--- src/rtl/unpk_pkg.sv ---
package unpk_pkg;
  localparam int WORD_W    = 32;
  localparam int NUM_OPS   = 4;
  localparam int VEC_W     = 10;
  localparam int IDX_W     = $clog2(WORD_W);
  localparam int OP_W      = $clog2(NUM_OPS);
  localparam int LEN_W     = 3;
  localparam int CFG_W     = 2 * VEC_W;
  localparam int ALL_W     = NUM_OPS * VEC_W;
  // field positions inside one packing vector
  localparam int STOP_BIT  = 0;
  localparam int LEN_LSB   = 1;
  localparam int DIR_BIT   = 4;
  localparam int START_LSB = 5;

  typedef enum logic {ST_IDLE = 1'b0, ST_SHIFT = 1'b1} unpk_state_t;
endpackage

--- src/rtl/unpk_last_sel.sv ---
module unpk_last_sel
  import unpk_pkg::*;
(
  input  logic [ALL_W-1:0] vecs_flat,
  output logic [OP_W-1:0]  last_op
);
  logic [NUM_OPS-1:0] stop_flags;

  for (genvar g = 0; g < NUM_OPS; g++) begin : g_stop
    assign stop_flags[g] = vecs_flat[g*VEC_W + STOP_BIT];
  end

  // lowest-numbered stop flag wins; none set selects the final vector
  always_comb begin
    last_op = OP_W'(NUM_OPS - 1);
    for (int i = NUM_OPS - 1; i >= 0; i--) begin
      if (stop_flags[i]) last_op = OP_W'(i);
    end
  end
endmodule

--- src/rtl/unpk_walker.sv ---
module unpk_walker
  import unpk_pkg::*;
(
  input  logic             clk,
  input  logic             rst_n,
  input  logic             load,
  input  logic [IDX_W-1:0] load_pos,
  input  logic             step,
  input  logic             walk_down,
  input  logic [LEN_W-1:0] len_m1,
  output logic [IDX_W-1:0] pos,
  output logic             last_bit
);
  logic [LEN_W-1:0] cnt_q;

  always_ff @(posedge clk) begin
    if (!rst_n) begin
      pos   <= '0;
      cnt_q <= '0;
    end else if (load) begin
      pos   <= load_pos;
      cnt_q <= '0;
    end else if (step) begin
      pos   <= walk_down ? pos - 1'b1 : pos + 1'b1;
      cnt_q <= cnt_q + 1'b1;
    end
  end

  assign last_bit = (cnt_q == len_m1);
endmodule

--- src/rtl/fifo_word_unpacker.sv ---
module fifo_word_unpacker
  import unpk_pkg::*;
(
  input  logic              clk,
  input  logic              rst_n,
  input  logic              in_valid,
  output logic              in_ready,
  input  logic [WORD_W-1:0] in_data,
  input  logic [CFG_W-1:0]  cfg_lo,
  input  logic [CFG_W-1:0]  cfg_hi,
  output logic              bit_valid,
  input  logic              bit_ready,
  output logic              bit_out,
  output logic              word_end
);
  unpk_state_t       state_q;
  logic [WORD_W-1:0] word_q;
  logic [ALL_W-1:0]  vecs_q;
  logic [ALL_W-1:0]  vecs_in;
  logic [OP_W-1:0]   op_q, op_nx, last_q, last_in;
  logic [VEC_W-1:0]  cur_vec, nxt_vec, first_vec;
  logic [IDX_W-1:0]  pos, load_pos;
  logic              busy, accept, fire, last_bit, op_done, word_done;
  logic              load, step;

  assign vecs_in   = {cfg_hi, cfg_lo};
  assign busy      = (state_q == ST_SHIFT);
  assign accept    = in_valid && !busy;
  assign fire      = busy && bit_ready;
  assign op_done   = fire && last_bit;
  assign word_done = op_done && (op_q == last_q);
  assign op_nx     = op_q + 1'b1;

  assign cur_vec   = vecs_q[op_q*VEC_W +: VEC_W];
  assign nxt_vec   = vecs_q[op_nx*VEC_W +: VEC_W];
  assign first_vec = vecs_in[VEC_W-1:0];

  assign load     = accept || (op_done && !word_done);
  assign load_pos = accept ? first_vec[START_LSB +: IDX_W]
                           : nxt_vec[START_LSB +: IDX_W];
  assign step     = fire && !last_bit;

  unpk_last_sel u_last (
    .vecs_flat (vecs_in),
    .last_op   (last_in)
  );

  unpk_walker u_walk (
    .clk       (clk),
    .rst_n     (rst_n),
    .load      (load),
    .load_pos  (load_pos),
    .step      (step),
    .walk_down (cur_vec[DIR_BIT]),
    .len_m1    (cur_vec[LEN_LSB +: LEN_W]),
    .pos       (pos),
    .last_bit  (last_bit)
  );

  always_ff @(posedge clk) begin
    if (!rst_n) begin
      state_q <= ST_IDLE;
      word_q  <= '0;
      vecs_q  <= '0;
      op_q    <= '0;
      last_q  <= '0;
    end else if (accept) begin
      state_q <= ST_SHIFT;
      word_q  <= in_data;
      vecs_q  <= vecs_in;
      op_q    <= '0;
      last_q  <= last_in;
    end else if (word_done) begin
      state_q <= ST_IDLE;
    end else if (op_done) begin
      op_q    <= op_nx;
    end
  end

  assign in_ready  = !busy;
  assign bit_valid = busy;
  assign bit_out   = word_q[pos];
  assign word_end  = busy && last_bit;
endmodule

--- config.mk ---
export PLATFORM = sky130hd
export DESIGN_NAME = fifo_word_unpacker
export DESIGN_NICKNAME = d
export VERILOG_FILES = /design/src/rtl/unpk_pkg.sv /design/src/rtl/unpk_last_sel.sv /design/src/rtl/unpk_walker.sv /design/src/rtl/fifo_word_unpacker.sv
export SDC_FILE = /design/constraint.sdc
export NUM_CORES = 1
export LEC_CHECK = 0
export ABC_AREA = 1
export BUFFER_PORTS_ARGS = -buffer_cell sky130_fd_sc_hd__buf_4
export CORE_MARGIN = 2
export CORE_UTILIZATION = 59
export CTS_CLUSTER_SIZE = 14
export DETAILED_ROUTE_END_ITERATION = 12
export GPL_ROUTABILITY_DRIVEN = 0
export PLACE_DENSITY = 0.85
export RECOVER_POWER = 50
export SLEW_MARGIN = 40
export SYNTH_ARGS = -nofsm -noshare
export SYNTH_HDL_FRONTEND = slang
export SYNTH_SLANG_ARGS = --single-unit
--- constraint.sdc ---
create_clock -name clk -period 4.18 [get_ports clk]
set_input_delay 0.836 -clock clk [delete_from_list [all_inputs] [get_ports clk]]
set_output_delay 0.836 -clock clk [all_outputs]
set_load 0.05 [all_outputs]
==> reports/metrics.yaml <==
run_status:
  outcome: "finished, violations left"
  violations: "capacitance limit, slew limit"
pwr:
  ir_worst_vdd_mv: 0.2670
  cellPowerDensity_nw_per_um2: 399.8
  p_leak_nw: 2.078
  p_total_w: 0.001831
timing:
  rsz0062_at_grt: "false"
  clock-skew-final_ps: 8.785
  worst_pin_slew_ps: 1843
  hold_viol: 0
  finalSetupViolCount: 0
  fin_crit_sh_pct: 80.55
  layout_setup_ws_ps: 812.9
  slew_headroom_pct: -23.54
  setup_tns_ps: 0
  worst_hold_slack_ps: 467.2
  clock.fmax_mhz: 297.0
  period_needed_ps: 3367
  drv_slew: 59
clock_tree:
  cts-htree-levels: 3
  cts_buffer_depth: 2
  clock_sinks: 81
  cts_resized: 0
  clk_latency_ps: 350
  numCtsBuffers: 9
  post_cts_buffers: 0
  cts_hold_buf: 0
  root_buffer: "clkbuf_8"
  path_clk_slew_ps: 80
  cts_tree: "yes"
global_routing:
  grt_max_degree: 71
  gr-usage-all-layers_pct: 26.93
  antenna_found_initial: 0
  grt_pass1_vias: 3527
  grt-ovfl-total: 0
  grt_pass1_wl_um: 15860
logic_synthesis:
  yosysSeqAreaShare_pct: 42.73
  yosys.area.top_type: "dfxtp_1"
  synthCells: 542
  synth_area_um2: 3795
  synth_top_area_share_pct: 42.73
  synth_edf_count: 0
  avgSynthCellArea_um2: 7.002
  yosys_warnings: 0
  synthesis.nets: 623
  synthTopCellsByArea: "dfxtp_1 43%, nor2_1 15%, o21ai_0 12%"
  synth_ff_type: "dfxtp_1"
  ys_types: 34
  synth_seq_cells: 81
  async_reset_ff_share_pct: 0
final_layout:
  area_delta_synth_final_pct: 20.71
  drive_above_1_share_pct: 18.12
  regArea_um2: 1622
  num_antenna_cells: 0
  fill_cells: 506
  final_common_cell: "nor2_1"
  multi_input_area_um2: 1927
  most-common-layout-cells: "149 x nor2_1, 94 x o21ai_0, 81 x dfxtp_1, 81 x buf_4, 68 x nand2_1"
  design_area_um2: 4581
  final_nets: 684
critical_path:
  crit_path_start_kind: "input port"
  cp-end-kind: "flip-flop"
  critPathArrivalTime_ps: 3600
  crit_required_ps: 4420
  crit_path_max_fanout: 58
  critPathTopFamily: "buffers and inverters"
  cp_slowest_cell: "clkinvlp_2"
  slowest_delay_ps: 1400
  worstSetupPathType: "in2reg"
  cp.buffers_inverters: 3
  crit_chain: "buf_4 > inv_1 > nor2_4 > clkinvlp_2 > o211ai_1 > o311ai_0 > nand2_1 > nand2_1 > nor2_1 > nor2_1"
detailed_routing:
  wirelength_um: 9452
  antenna_left: 0
  wl_per_cell_um: 13.82
  top_layer_used: "met4"
  drtIter0Drc: 330
  num_vias: 3840
  drcViolationCount: 0
  firstDrtPassIters: 4
  viasPerCell: 5.614
  wl_met1_um: 4261
  dr_wl_met2_um: 4459
  wl_met3_um: 562
floorplan:
  die-area_um2: 7090
  start_util_pct: 60.45
  core_area_um2: 6277
  die_w_um: 84.20
  io_pins: 80
  die_h_um: 84.20
  rows: 29
job:
  cap_violations: 1
placed_design:
  placed_area_um2: 4372
  io_buffers: 78
  pre_cts_ws_ps: 1353
  hpwl_um: 6131
worst_hold_path:
  hp-class: "reg2reg"
[path summary, 6_finish.rpt]
check             start  cells after the start       endpoint  slack, ps
min reg2reg  vecs_q[19]                      2     vecs_q[19]        470
max reg2reg   bit_valid                      8  u_walk.pos[4]       1010
min          vecs_q[19]                      2     vecs_q[19]        470
max            in_valid                     10  u_walk.pos[4]        810
[registers in the layout, indices dropped and copies added, names as in the netlist]
| signal | count |
|---|---|
| last_q | 2 |
| word_q | 32 |
| vecs_q | 36 |
| bit_valid | 1 |
| u_walk.cnt_q | 3 |
| u_walk.pos | 5 |
| op_q | 2 |
[metrics by stage]
| step | std cells | util (%) |
|---|---|---|
| 2_1_floorplan | 542 | - |
| 3_3_place_gp | 669 | 69.60 |
| 3_5_place_dp | 669 | 69.64 |
| 4_1_cts | 684 | 72.99 |
| 5_1_grt | 684 | 72.97 |
| 6_report | 684 | 72.97 |
[synth_stat cells (2+ instances only)]
master,n
ha_1,4
o22ai_1,4
inv_1,28
clkbuf_1,21
nand2_4,3
inv_2,3
dfxtp_1,81
nand4_1,4
nand2_1,68
nor3_1,2
buf_2,5
nor2_1,150
buf_1,2
xor2_1,2
nand3_2,5
o21ai_0,94
a21oi_1,21
o21ai_1,2
nand3_1,22
o221ai_1,7
[power by group]
group	switching (W)	internal [W]	total (W)	leakage, nW
registers	0.0000375	0.000834	0.000871	0.670
logic	0.000200	0.000136	0.000337	1.30
clock network	0.000274	0.000349	0.000623	0.106
[cell families (layout without fill, tap and decap cells)]
family	after synthesis	after routing	synth area share (%)
compound gates	133	133	18.73
xor+xnor	3	3	1.187
fa+ha+maj	5	5	1.846
buf+inv	62	127	6.693
flops	81	81	42.73
simple gates	258	258	28.82
[final cells by class]
class,instances,share of cell area [%]
sequential,81,35.40
clock inverter,3,1.420
clock buffer,12,3.169
timing repair buffer,81,13.28
tap,77,2.103
multi-input combinational,399,42.07
inverter,31,2.568
[metal layers]
layer / GRT usage [%] / up-vias
met5: 0 / -
met4: 9.971 / 0
met3: 4.523 / 18
met2: 41.92 / 140
met1: 37.81 / 1785
li1: - / 1897
[worst register-to-register path, stage by stage (launching register included)]
cell and delay, ps:
dfxtp_1 370, nor2_4 130, clkinvlp_2 1400, o211ai_1 590, o311ai_0 260, nand2_1 130
nand2_1 50, nor2_1 90, nor2_1 40
(Power assumes the default switching activity.)
